==> src/rtl/imdio_pkg.sv <==
`timescale 1ns/1ps
package imdio_pkg;
  localparam int DEV_W    = 5;
  localparam int REG_W    = 5;
  localparam int DATA_W   = 16;
  localparam int BUSY_BIT = 15;

  localparam logic [REG_W-1:0]  CTRL_REG = 5'd0;
  localparam logic [REG_W-1:0]  DATA_REG = 5'd1;
  localparam logic [DATA_W-1:0] OP_RD    = 16'h9800;
  localparam logic [DATA_W-1:0] OP_WR    = 16'h9400;

  typedef enum logic [2:0] {
    STEP_IDLE,
    STEP_DIRECT,
    STEP_WAIT_FREE,
    STEP_PUT_DATA,
    STEP_ISSUE_CMD,
    STEP_WAIT_CMD,
    STEP_GET_DATA
  } step_e;

  typedef struct packed {
    logic              wr;
    logic [DEV_W-1:0]  dev;
    logic [REG_W-1:0]  rg;
    logic [DATA_W-1:0] wdata;
  } req_t;

  // opcode with device and register fields OR-ed in
  function automatic logic [DATA_W-1:0] cmd_word(input logic wr,
                                                 input logic [DEV_W-1:0] dev,
                                                 input logic [REG_W-1:0] rg);
    logic [DATA_W-1:0] op;
    op = wr ? OP_WR : OP_RD;
    return op | (DATA_W'(dev) << REG_W) | DATA_W'(rg);
  endfunction

  function automatic logic busy_flag(input logic [DATA_W-1:0] d);
    return d[BUSY_BIT];
  endfunction

  function automatic logic is_poll(input step_e s);
    return (s == STEP_WAIT_FREE) || (s == STEP_WAIT_CMD);
  endfunction
endpackage

==> src/rtl/imdio_poll_ctr.sv <==
`timescale 1ns/1ps
module imdio_poll_ctr #(
  parameter int LIMIT = 16
) (
  input  logic clk,
  input  logic rst_n,
  input  logic clear,
  input  logic busy_hit,
  output logic last_try
);
  localparam int CW = $clog2(LIMIT + 1);

  logic [CW-1:0] cnt;

  always_ff @(posedge clk) begin
    if (!rst_n)        cnt <= '0;
    else if (clear)    cnt <= '0;
    else if (busy_hit) cnt <= cnt + 1'b1;
  end

  // this busy read is the last one allowed
  assign last_try = busy_hit && (cnt == CW'(LIMIT - 1));
endmodule

==> src/rtl/imdio_seq.sv <==
`timescale 1ns/1ps
module imdio_seq
  import imdio_pkg::*;
(
  input  logic  clk,
  input  logic  rst_n,
  input  logic  accept,
  input  logic  direct,
  input  logic  is_wr,
  input  logic  bus_done,
  input  logic  bus_err,
  input  logic  busy_seen,
  input  logic  last_try,
  output step_e step,
  output logic  finish,
  output logic  fin_err,
  output logic  fin_tmo,
  output logic  grab_data
);
  step_e nxt;

  always_comb begin
    nxt       = step;
    finish    = 1'b0;
    fin_err   = 1'b0;
    fin_tmo   = 1'b0;
    grab_data = 1'b0;
    if (step == STEP_IDLE) begin
      if (accept) nxt = direct ? STEP_DIRECT : STEP_WAIT_FREE;
    end else if (bus_done) begin
      if (bus_err) begin
        nxt     = STEP_IDLE;
        finish  = 1'b1;
        fin_err = 1'b1;
      end else begin
        case (step)
          STEP_DIRECT: begin
            nxt       = STEP_IDLE;
            finish    = 1'b1;
            grab_data = !is_wr;
          end
          STEP_WAIT_FREE: begin
            if (busy_seen) begin
              if (last_try) begin
                nxt     = STEP_IDLE;
                finish  = 1'b1;
                fin_err = 1'b1;
                fin_tmo = 1'b1;
              end
            end else begin
              nxt = is_wr ? STEP_PUT_DATA : STEP_ISSUE_CMD;
            end
          end
          STEP_PUT_DATA:  nxt = STEP_ISSUE_CMD;
          STEP_ISSUE_CMD: nxt = STEP_WAIT_CMD;
          STEP_WAIT_CMD: begin
            if (busy_seen) begin
              if (last_try) begin
                nxt     = STEP_IDLE;
                finish  = 1'b1;
                fin_err = 1'b1;
                fin_tmo = 1'b1;
              end
            end else if (is_wr) begin
              nxt    = STEP_IDLE;
              finish = 1'b1;
            end else begin
              nxt = STEP_GET_DATA;
            end
          end
          STEP_GET_DATA: begin
            nxt       = STEP_IDLE;
            finish    = 1'b1;
            grab_data = 1'b1;
          end
          default: nxt = STEP_IDLE;
        endcase
      end
    end
  end

  always_ff @(posedge clk) begin
    if (!rst_n) step <= STEP_IDLE;
    else        step <= nxt;
  end
endmodule

==> src/rtl/imdio_bus_drive.sv <==
`timescale 1ns/1ps
module imdio_bus_drive
  import imdio_pkg::*;
(
  input  step_e             step,
  input  req_t              rq,
  input  logic [DEV_W-1:0]  sw,
  output logic              bus_req,
  output logic              bus_write,
  output logic [DEV_W-1:0]  bus_phy,
  output logic [REG_W-1:0]  bus_reg,
  output logic [DATA_W-1:0] bus_wdata
);
  always_comb begin
    bus_req   = 1'b1;
    bus_write = 1'b0;
    bus_phy   = sw;
    bus_reg   = CTRL_REG;
    bus_wdata = '0;
    case (step)
      STEP_DIRECT: begin
        bus_write = rq.wr;
        bus_phy   = rq.dev;
        bus_reg   = rq.rg;
        bus_wdata = rq.wr ? rq.wdata : '0;
      end
      STEP_WAIT_FREE, STEP_WAIT_CMD: ;
      STEP_PUT_DATA: begin
        bus_write = 1'b1;
        bus_reg   = DATA_REG;
        bus_wdata = rq.wdata;
      end
      STEP_ISSUE_CMD: begin
        bus_write = 1'b1;
        bus_wdata = cmd_word(rq.wr, rq.dev, rq.rg);
      end
      STEP_GET_DATA: bus_reg = DATA_REG;
      default: begin
        bus_req = 1'b0;
        bus_phy = '0;
      end
    endcase
  end
endmodule

==> src/rtl/imdio_engine.sv <==
`timescale 1ns/1ps
module imdio_engine
  import imdio_pkg::*;
#(
  parameter int POLL_LIMIT = 16
) (
  input  logic              clk,
  input  logic              rst_n,
  input  logic [DEV_W-1:0]  sw_addr,
  input  logic              req_valid,
  output logic              req_ready,
  input  logic              req_write,
  input  logic [DEV_W-1:0]  req_dev,
  input  logic [REG_W-1:0]  req_reg,
  input  logic [DATA_W-1:0] req_wdata,
  output logic              rsp_done,
  output logic              rsp_err,
  output logic              rsp_timeout,
  output logic [DATA_W-1:0] rsp_rdata,
  output logic              bus_req,
  output logic              bus_write,
  output logic [DEV_W-1:0]  bus_phy,
  output logic [REG_W-1:0]  bus_reg,
  output logic [DATA_W-1:0] bus_wdata,
  input  logic              bus_done,
  input  logic              bus_err,
  input  logic [DATA_W-1:0] bus_rdata
);
  step_e            step;
  req_t             rq;
  logic [DEV_W-1:0] sw_q;
  logic accept, in_poll, busy_seen, busy_hit, last_try;
  logic finish, fin_err, fin_tmo, grab_data;

  assign req_ready = (step == STEP_IDLE);
  assign accept    = req_valid && req_ready;
  assign in_poll   = is_poll(step);
  assign busy_seen = busy_flag(bus_rdata);
  assign busy_hit  = bus_done && !bus_err && in_poll && busy_seen;

  always_ff @(posedge clk) begin
    if (!rst_n) begin
      rq   <= '0;
      sw_q <= '0;
    end else if (accept) begin
      rq   <= '{wr: req_write, dev: req_dev, rg: req_reg, wdata: req_wdata};
      sw_q <= sw_addr;
    end
  end

  imdio_poll_ctr #(.LIMIT(POLL_LIMIT)) u_ctr (
    .clk      (clk),
    .rst_n    (rst_n),
    .clear    (!in_poll),
    .busy_hit (busy_hit),
    .last_try (last_try)
  );

  imdio_seq u_seq (
    .clk       (clk),
    .rst_n     (rst_n),
    .accept    (accept),
    .direct    (sw_addr == '0),
    .is_wr     (rq.wr),
    .bus_done  (bus_done),
    .bus_err   (bus_err),
    .busy_seen (busy_seen),
    .last_try  (last_try),
    .step      (step),
    .finish    (finish),
    .fin_err   (fin_err),
    .fin_tmo   (fin_tmo),
    .grab_data (grab_data)
  );

  imdio_bus_drive u_drv (
    .step      (step),
    .rq        (rq),
    .sw        (sw_q),
    .bus_req   (bus_req),
    .bus_write (bus_write),
    .bus_phy   (bus_phy),
    .bus_reg   (bus_reg),
    .bus_wdata (bus_wdata)
  );

  always_ff @(posedge clk) begin
    if (!rst_n) begin
      rsp_done    <= 1'b0;
      rsp_err     <= 1'b0;
      rsp_timeout <= 1'b0;
      rsp_rdata   <= '0;
    end else begin
      rsp_done <= finish;
      if (finish) begin
        rsp_err     <= fin_err;
        rsp_timeout <= fin_tmo;
        rsp_rdata   <= grab_data ? bus_rdata : '0;
      end
    end
  end
endmodule

==> config.mk <==
export PLATFORM = sky130hd
export DESIGN_NAME = imdio_engine
export DESIGN_NICKNAME = d
export VERILOG_FILES = /design/src/rtl/imdio_pkg.sv /design/src/rtl/imdio_poll_ctr.sv /design/src/rtl/imdio_seq.sv /design/src/rtl/imdio_bus_drive.sv /design/src/rtl/imdio_engine.sv
export SDC_FILE = /design/constraint.sdc
export NUM_CORES = 1
export LEC_CHECK = 0
export BUFFER_PORTS_ARGS = -buffer_cell sky130_fd_sc_hd__buf_2
export CAP_MARGIN = 20
export CORE_UTILIZATION = 51
export CTS_BUF_LIST = sky130_fd_sc_hd__clkbuf_4
export DETAILED_ROUTE_END_ITERATION = 12
export PLACE_DENSITY = 0.8
export REMOVE_ABC_BUFFERS = 1
export SETUP_SLACK_MARGIN = 0.05
export SYNTH_ARGS = -nofsm -noshare
export SYNTH_HDL_FRONTEND = slang
export SYNTH_SLANG_ARGS = --single-unit
==> constraint.sdc <==
create_clock -name clk -period 3 [get_ports clk]
set_clock_uncertainty 0.2 [all_clocks]
set_input_delay 0.45 -clock clk [delete_from_list [all_inputs] [get_ports clk]]
set_output_delay 0.45 -clock clk [all_outputs]
set_load 0.005 [all_outputs]
Yosys cells after proc, flatten, opt, wreduce, memory -nomap -nowiden
Index checks and enable logic that the tools add are counted.
{"block": "word_totals", "reg_bits": 59, "input_bits": 53, "output_inout_bits": 48, "wordCells": 79}
{"block": "classes", "addsub": 1, "n_eq_ne": 8, "muxes": 38, "bitwise": 2, "reduce_logical": 19}
{"operator": "16-bit one-hot mux with 3 select lines", "n": 1}
{"operator": "16-bit 2-to-1 mux", "n": 2}
{"operator": "3-bit 2-to-1 mux", "n": 9}
{"operator": "5-bit one-hot mux with 2 select lines", "n": 2}
{"operator": "1-bit 2-to-1 mux", "n": 18}
{"operator": "16-bit by 10-bit OR with 16-bit output", "n": 1}
{"operator": "16-bit by 5-bit OR with 16-bit output", "n": 1}
{"operator": "12-bit 2-to-1 mux", "n": 1}
{"operator": "3-bit one-hot mux with 4 select lines", "n": 1}
{"operator": "3-bit == test (second input constant)", "n": 3}
{"operator": "2-bit OR reduction", "n": 4}
{"operator": "3-bit by 2-bit == test with 1-bit output (second input constant)", "n": 2}
{"operator": "6-bit OR reduction", "n": 1}
{"operator": "5-bit by 1-bit adder with 5-bit output (second input constant)", "n": 1}
{"operator": "5-bit by 4-bit == test with 1-bit output (second input constant)", "n": 1}
{"operator": "1-bit logical AND", "n": 5}
{"operator": "5-bit logical NOT", "n": 1}
{"operator": "5-bit OR reduction", "n": 1}
{"operator": "1-bit one-hot mux with 2 select lines", "n": 2}
{"operator": "2-bit AND reduction", "n": 2}
{"operator": "3-bit by 1-bit == test with 1-bit output (second input constant)", "n": 1}
{"operator": "3-bit logical NOT", "n": 1}
{"operator": "1-bit one-hot mux with 3 select lines", "n": 1}
{"operator": "1-bit logical NOT", "n": 2}
{"operator": "other kinds (4)", "n": 4}

Logic depth before layout (Yosys ltp)
Gate-level depths: netlist (run 1).
{"block": "logic_depth", "depth_word": 11, "ltp_mapped": 10}

Modules after synthesis
From an unflattened synthesis (run 1), not the netlist that was laid out.
{"block": "hier_totals", "cells_unflattened": 378, "area_unflattened_um2": 3194.3}
{"module": "imdio_engine", "n_inst": 1, "cells_each": 228, "area_each_um2": 2122.0}
{"module": "imdio_bus_drive", "n_inst": 1, "cells_each": 69, "area_each_um2": 427.9}
{"module": "imdio_seq", "n_inst": 1, "cells_each": 56, "area_each_um2": 399.1}
{"module": "imdio_poll_ctr", "n_inst": 1, "cells_each": 25, "area_each_um2": 245.2}

Worst setup path after synthesis (run 1)
OpenSTA, ideal clock, no wires.
{"block": "synth_timing", "kind": "register to register", "startpoint": "register u_ctr.cnt[0]", "endpoint": "register rsp_rdata[10]", "setup_ps": 117, "arrival_time_ps": 1891, "required_ps": 2683, "setup_slack_ps": 792, "path_stages_with_launch": 11, "path_buffers": 2, "path_cell_list": "dfxtp_1 -> ha_1 -> and3_1 -> ha_1 -> nand4b_2 -> a311o_1 -> a21oi_1 -> nor2b_1 -> buf_6 -> buf_8 -> a22o_1"}
{"block": "synth_between", "elab_chain_cells": 8, "elab_cells_between_ends": 9, "cone_classes": "1 x eq/ne; 7 x mux; 1 x reduce/logical"}
{"item": "start: declaration", "line_no": "imdio_poll_ctr.sv:13", "text": "logic [CW-1:0] cnt;"}
{"item": "start signal: assignment", "line_no": "imdio_poll_ctr.sv:18", "text": "else if (busy_hit) cnt <= cnt + 1'b1;"}
{"item": "5-bit by 4-bit == test with 1-bit output *", "line_no": "imdio_poll_ctr.sv:22", "text": "assign last_try = busy_hit && (cnt == CW'(LIMIT - 1));"}
{"item": "1-bit logical AND *", "line_no": "imdio_poll_ctr.sv:22"}
{"item": "1-bit 2-to-1 mux *", "line_no": "imdio_seq.sv:44, imdio_seq.sv:58"}
{"item": "1-bit 2-to-1 mux, on equally long branches"}
{"item": "1-bit one-hot mux with 3 select lines *", "line_no": "imdio_seq.sv:36", "text": "case (step)"}
{"item": "1-bit 2-to-1 mux *", "line_no": "imdio_seq.sv:31", "text": "if (bus_err) begin"}
{"item": "1-bit 2-to-1 mux *", "line_no": "imdio_seq.sv:30", "text": "end else if (bus_done) begin"}
{"item": "1-bit 2-to-1 mux *", "line_no": "imdio_seq.sv:28", "text": "if (step == STEP_IDLE) begin"}
{"item": "end signal: assignment", "line_no": "imdio_engine.sv:98", "text": "rsp_rdata <= grab_data ? bus_rdata : '0;"}
{"item": "end: declaration", "line_no": "imdio_engine.sv:19", "text": "output logic [DATA_W-1:0] rsp_rdata,"}
Mark *: on every way between the ends. The rest lies on a longest branch, timed or not.
A chain may end at the register's enable or synchronous reset.

Final worst setup path (run 1)
{"block": "layout_timing", "startpoint": "register u_seq.step[2]", "endpoint": "output port bus_wdata[7]"}
{"block": "layout_between", "elab_chain_cells": 2, "elab_cells_between_ends": 4, "cone_classes": "3 x eq/ne; 1 x mux"}
{"item": "start: declaration", "line_no": "imdio_seq.sv:14", "text": "output step_e step,"}
{"item": "start signal: assignment", "line_no": "imdio_seq.sv:84", "text": "else step <= nxt;"}
{"item": "3-bit == test, or another cell as far along", "line_no": "imdio_bus_drive.sv:20", "text": "case (step)"}
{"item": "16-bit one-hot mux with 3 select lines *", "line_no": "imdio_bus_drive.sv:20"}
{"item": "end: declaration", "line_no": "imdio_engine.sv:24", "text": "output logic [DATA_W-1:0] bus_wdata,"}
Marked as above.

==> results of run 1 <==
[registers in the layout (all words and copies together) (netlist names)]
register / flops
u_seq.step: 3
sw_q: 5
rsp_done: 1
u_ctr.cnt: 5
rsp_timeout: 1
rsp_err: 1
rq: 27
rsp_rdata: 16
[worst paths after layout]
path,slack [ns],from,depth (start not counted),end
worst min-delay path,0.05,bus_rdata[5],2,rsp_rdata[5]$_SDFFE_PN0P_
worst max-delay path,0.38,u_seq.step[2]$_SDFFE_PN0P_,5,bus_wdata[7]
worst min register to register,0.26,rq[13]$_SDFFE_PN0P_,2,rq[13]$_SDFFE_PN0P_
worst max register to register,0.44,u_ctr.cnt[0]$_SDFFE_PN0N_,8,rsp_rdata[0]$_SDFFE_PN0P_
[area by class of cell]
class	instances	area, sq um	share of cell area
clock inverters	6	80.1	0.0237
flip-flops and latches	59	1180	0.349
clock buffers	10	75.1	0.0222
well taps	70	87.6	0.0259
inverters	3	11.3	0.00333
multi-input cells	224	1390	0.410
repair buffers	108	561	0.166
[power by group]
| group | switching [mW] | total, mW | internal, mW | leakage [nW] |
|---|---|---|---|---|
| Clock | 0.288 | 0.628 | 0.341 | 0.0815 |
| Combinational | 0.151 | 0.257 | 0.106 | 1.03 |
| Sequential | 0.0264 | 0.854 | 0.828 | 0.481 |
[per-stage QoR]
step / hold slack (ns) / setup slack, ns / cell area (sq um)
4_1_cts: 0.0311 / 0.117 / 3380
3_3_place_gp: 0.247 / 0.237 / 3220
5_1_grt: 0.0328 / 0.238 / 3380
6_report: 0.0549 / 0.384 / 3380
2_1_floorplan: 0.239 / 0.497 / 2570
3_5_place_dp: 0.251 / 0.153 / 3220
[synth_stat cells, types with 2 or more instances]
cell	number
a211oi_1	3
a21boi_0	34
a21oi_1	3
a22o_1	26
a22o_2	6
and2_1	3
and2_2	2
and3_1	5
buf_2	4
buf_4	2
buf_6	2
clkbuf_1	12
dfxtp_1	59
ha_1	2
inv_2	2
mux2i_1	3
nand2_1	78
nand2b_1	4
nand3_1	2
nor2_1	13
nor2b_1	3
nor3_1	3
o211ai_1	2
o21ai_0	8
or3_1	2
xor2_1	2
[routing by layer]
metal	global-route usage	up-vias	routed length [microns]
met5	0	-	0
met4	0.0964	0	68
met3	0.0924	8	487
met2	0.380	89	2850
met1	0.281	1121	2880
li1	-	1276	-
[timing repair]
item | 4_1_cts | 5_1_grt
gates resized for setup | 1 | 1
setup endpoints to repair | 7 | 16
setup buffers | 0 | 0
[logic make-up after synthesis]
family / after synthesis / share of synthesized area
multiplexers: 3 / 0.0112
XOR/XNOR: 3 / 0.00976
AO/OA/AOI/OAI: 90 / 0.261
flip-flops: 59 / 0.439
buffers and inverters: 24 / 0.0479
AND/OR/NAND/NOR: 126 / 0.222
adder cells (fa/ha/maj): 2 / 0.00929
==> results by group, run 1 <==
Clock tree
  • CTS tree: yes
  • Clock Root Buffer: clkbuf_4
  • Clock Sinks: between 50 and 60
  • Worst-path clk slew: approximately 0.11 ns
  • Clock Latency Late Sink: 0.39 ns
  • Hold_buf cts: 0
  • Max clock buf depth: 2
  • H-tree depth: 3
  • Total CTS buffers: 9

Detailed routing
  • Pre-antenna DRT Iters: 6
  • DR vias/cell: 5.20
  • Starting DRT DRC Count: ~110
  • WL final: 6.29 mm
  • Routed vias: between 2000 and 2500
  • Drc violations: 0
  • DR WL/cell: 13.1 microns
  • Post-detailed-route count of antenna-violating nets: 0

Critical path
  • Crit-path max FO: 16
  • Crit. End Element: output port
  • Critical path cell sequence: inv_2 -> nand2_1 -> nor2_2 -> a22o_1 -> buf_2
  • Startpoint Class: register
  • Critical path's slowest cell: nor2_2
  • Crit path DAT: between 1.5 and 2 ns
  • CP Class: reg2out
  • Critical path required time: ~2.4 ns
  • Top cell family by delay on the critical path: simple AND/OR/NAND/NOR gates
  • Bufs and invs on worst path: 2
  • CP max stage delay: 0.60 ns

Synth
  • Top cell type's share of synthesized area: 0.439
  • Yosys cell types: 48
  • Mapped Cells: about 300
  • Area leader, netlist: dfxtp_1
  • Synthesis Warnings: 0
  • Synth async-reset ratio: 0
  • Sequential share of the synthesized area: 0.439
  • Mapped cell area: 2690 sq um
  • Synth area leaders: dfxtp_1 (44%), nand2_1 (11%), a21boi_0 (9.5%)
  • Top_reg_cell synth: dfxtp_1
  • Post-synthesis sequential element count: 59
  • Syn_area_per_cell: 8.77 sq um
  • EDFF count, synth: 0

Place
  • GPL Wtd Cong: 0.857
  • Placed Instances: 464
  • Detail Placement HPWL: 4.28 mm
  • PortBufs: 100

Cells and area
  • Layout cell share with drive strength beyond 1: 0.341
  • Finished Core Util: 0.662
  • Fillcell total: 467
  • Number of diodes: 0
  • Most common cell after layout, fill and taps aside: buf_2
  • Commonest non-fill, non-tap cells in the layout: buf_2 (100), nand2_1 (78), dfxtp_1 (59), a21boi_0 (34), a22o_1 (26)
  • Area grow syn2layout: 25.7%
  • Final #Nets: 460
  • Non-Filler Instances: 480

GRT
  • GRT Util Overall: 0.235
  • Total grt overflow: 0
  • Vias in the first global route: 2195
  • First-pass GRT wire length: about 9.8 mm
  • Largest net degree at the start of global routing: 34
  • Initial antenna violation count: 0

Pwr
  • PwrDens: 514 nW/um^2
  • Maximum vdd drop: roughly 290 uV
  • LEAKAGE: between 1.5 and 2 nW
  • Total Power: 1.74 mW

Hold path
  • Hold crit path type: in2reg

Die
  • Placeable Area: approximately 5000 sq um
  • Initial core utilization: 0.527
  • Ports: 101
  • Die width: about 75 microns
  • Std-Cell Rows: 26
  • Die area: 5570 sq um
  • Die span in y: 74.7 microns

Timing
  • Fin crit share: 0.872
  • Fmax: 0.382 GHz
  • Fin. Hold Viols: 0
  • Final setup fails: 0
  • Tmin final: about 2.6 ns
  • Worst Tran Pin Value: 0.728 ns
  • Final Slew Violations: 0
  • RSZ-0062 raised after global routing: no
  • Slew HR: 0.514
  • Setup TNS: 0 ns

Flow run
  • Number of max-cap violations: 0

Run status
  • Outcome: completed
No activity file was read; power rests on OpenSTA's default activity.
==> inputs of run 2 (changes only) <==
Settings changed: BUFFER_PORTS_ARGS -buffer_cell sky130_fd_sc_hd__buf_2 to not set, CORE_UTILIZATION 51 to 55, DONT_BUFFER_PORTS set to 1, PLACE_DENSITY 0.8 to 0.68.
==> run 2 against run 1 <==
Combinational power is essentially flat. First-iteration DRC count grew 34%. Sequential power is 2% higher. Critical path type unchanged. Critical endpoint is now bus_wdata[6]. Largest power group unchanged.
==> results by group, run 2 (synthesized netlist as in run 1, its figures left out) <==
Die
  • Die width: 72.0 microns (-3.6%)
  • Std-Cell Rows: 25 (-3.8%)
  • Placeable Area: 4720 sq um (-7.5%)
  • Die span in y: 72.0 microns (-3.6%)
  • Initial core utilization: 0.570 (+0.0429)
  • Ports: 101 (unchanged)
  • Die area: 5180 sq um (-7.1%)

Clock tree
  • CTS tree: yes
  • Clock Latency Late Sink: 0.41 ns (+0.02 ns)
  • H-tree depth: 3 (unchanged)
  • Clock Sinks: 59 (unchanged)
  • Max clock buf depth: 2 (unchanged)
  • Clock Root Buffer: clkbuf_4
  • Worst-path clk slew: 0.10 ns (about the same)
  • # Post-CTS Setup Buffers: 0 (unchanged)
  • Total CTS buffers: 9 (unchanged)

Cells and area
  • Reg with most FFs: rq
  • Layout cell share with drive strength beyond 1: 0.116 (-0.226)
  • Area used by multi-input combinational logic: 1390 sq um (+0.36%)
  • Final #Nets: 413 (-10%)
  • Reg area: 1180 sq um (+0.11%)
  • Number of diodes: 0 (unchanged)
  • Largest register FFs: 27 (unchanged)
  • Commonest non-fill, non-tap cells in the layout: nand2_1 (78), dfxtp_1 (58), dlygate4sd3_1 (55), a21boi_0 (34), a22o_1 (26)
  • Cell area after layout: 3440 sq um (+1.8%)
  • Fillcell total: 360 (-23%)
  • Biggest regs: rq: 27 flops, rsp_rdata: 16 flops
  • Most common cell after layout, fill and taps aside: nand2_1
  • Area grow syn2layout: 27.9%

Run status
  • Outcome: completed

Timing
  • Fin. Hold Viols: 0 (unchanged)
  • Slew HR: 0.526 (+0.0121)
  • Final Slew Violations: 0 (unchanged)
  • Worst Tran Pin Value: 0.711 ns (-0.0173 ns)
  • Final hold slack: 0.0381 ns (-0.0168 ns)
  • Tmin final: 2.72 ns (+0.108 ns)
  • Fmax: 0.367 GHz (-4.0%)
  • Final setup fails: 0 (unchanged)
  • Fin crit share: 0.908 (+0.0361)
  • Setup TNS: 0 ns (unchanged)
  • RSZ-0062 raised after global routing: no

Pwr
  • Maximum vdd drop: 306 uV (+6.9%)
  • LEAKAGE: 1.36 nW (-14%)
  • Cell-internal power: 1.29 mW (+1.1%)
  • PwrDens: 514 nW/um^2 (about the same)
  • Sw Pwr: 0.481 mW (+3.4%)
  • Clock Power Share: 0.363 (+0.002)
  • Gate power share: 0.146 (-0.002)
  • Seq pwr share: 0.492 (about the same)
  • Switching Fraction: 0.272 (+0.00441)

Detailed routing
  • Post-detailed-route count of antenna-violating nets: 0 (unchanged)
  • Pre-antenna DRT Iters: 5 (-1)
  • Drc violations: 0 (unchanged)
  • DR WL/cell: 15.5 microns (+19%)
  • Starting DRT DRC Count: 150 (+34%)
  • WL final: 6.68 mm (+6.3%)
  • DR vias/cell: 5.56 (+7.1%)
  • Routed vias: 2392 (-4.1%)

Hold path
  • Min-Delay Path Depth: 2 (unchanged)
  • Hold Crit Endpoint: u_seq.step[0]$_SDFFE_PN0P_
  • Worst hold path startpoint: rst_n
  • Hold crit path type: in2reg

GRT
  • Total grt overflow: 0 (unchanged)
  • Vias in the first global route: 2201 (+0.27%)
  • GRT Util Overall: 0.265 (+0.0298)
  • Largest net degree at the start of global routing: 35 (+2.9%)
  • Initial antenna violation count: 0 (unchanged)
  • First-pass GRT wire length: 10.5 mm (+7.2%)

Flow run
  • Number of max-cap violations: 0 (unchanged)

Critical path
  • Startpoint Class: register
  • Cell depth of the worst flop-to-flop path: 6 (-2)
  • Crit. End Element: output port
  • Crit path DAT: 2.07 ns (+0.10 ns)
  • Worst R2R End: rq[14]$_SDFFE_PN0P_
  • Crit-path max FO: 18 (+2)
  • CP Class: reg2out
  • Internal reg-to-reg setup slack: 0.29 ns (-0.15 ns)
  • Reg2reg start: u_seq.step[1]$_SDFFE_PN0P_
  • Bufs and invs on worst path: 1 (-1)
  • Critical path cell sequence: nor2_1 -> nor2_2 -> buf_4 -> a22o_1
  • Critical path's slowest cell: dfxtp_1
  • CP max stage delay: 0.76 ns (+0.16 ns)
  • Critical path required time: 2.35 ns (about the same)
  • Top cell family by delay on the critical path: flip-flops

Place
  • Detail Placement HPWL: 3.92 mm (-8.6%)
  • Placed cell area: 2710 sq um (-16%)
  • GPL Wtd Cong: 0.833 (-2.9%)
  • PortBufs: 0 (-100%)
[run 2: power groups by stage]
stage,clock network (mW),logic (mW),registers [mW]
detailed placement,0,0.186,0.888
floorplan,0,0.136,0.876
global placement,0,0.182,0.886
finish,0.642,0.258,0.870
CTS,0.654,0.252,0.869
global route,0.686,0.287,0.877
[run 2: worst max-delay path by stage]
stage | endpoint | from | cells past startpoint
CTS | rsp_rdata[1]$_SDFFE_PN0P_ | u_ctr.cnt[0]$_SDFFE_PN0N_ | 8
finish | bus_wdata[6] | u_seq.step[1]$_SDFFE_PN0P_ | 4
global placement | rsp_rdata[15]$_SDFFE_PN0P_ | u_ctr.cnt[0]$_SDFFE_PN0N_ | 8
detailed placement | rsp_rdata[3]$_SDFFE_PN0P_ | u_ctr.cnt[0]$_SDFFE_PN0N_ | 8
global route | bus_wdata[6] | u_seq.step[1]$_SDFFE_PN0P_ | 4
floorplan | rsp_rdata[0]$_SDFFE_PN0P_ | u_ctr.cnt[0]$_SDFFE_PN0N_ | 8
[run 2: cell type report]
| type | instances | share of cell area |
|---|---|---|
| multi-input cells | 224 | 0.404 |
| flip-flops and latches | 59 | 0.343 |
| repair buffers | 61 | 0.179 |
| clock inverters | 7 | 0.0265 |
| well taps | 67 | 0.0243 |
| clock buffers | 9 | 0.0196 |
| inverters | 3 | 0.00327 |
[run 2: stage by stage]
step	worst slack [ns]	util	power, mW	std cells
4_1_cts	0.0925	0.725	1.77	429
3_5_place_dp	0.151	0.575	1.07	358
2_1_floorplan	0.497	-	1.01	286
5_1_grt	0.123	0.729	1.85	430
3_3_place_gp	0.219	0.575	1.07	358
6_report	0.275	0.729	1.77	430
[run 2: routing by layer]
metal,share of wire,routed length [microns],up-vias,global-route usage
li1,-,-,1183,-
met3,0.074,493,8,0.0750
met4,0.011,74,0,0.135
met2,0.47,3150,99,0.408
met1,0.44,2970,1102,0.341
met5,0,0,-,0
[run 2: what timing repair did]
action | CTS | global route
resized for setup | 0 | 3
hold buffers | 55 | 0
setup endpoints to repair | 0 | 26
hold endpoints to repair | 54 | 0
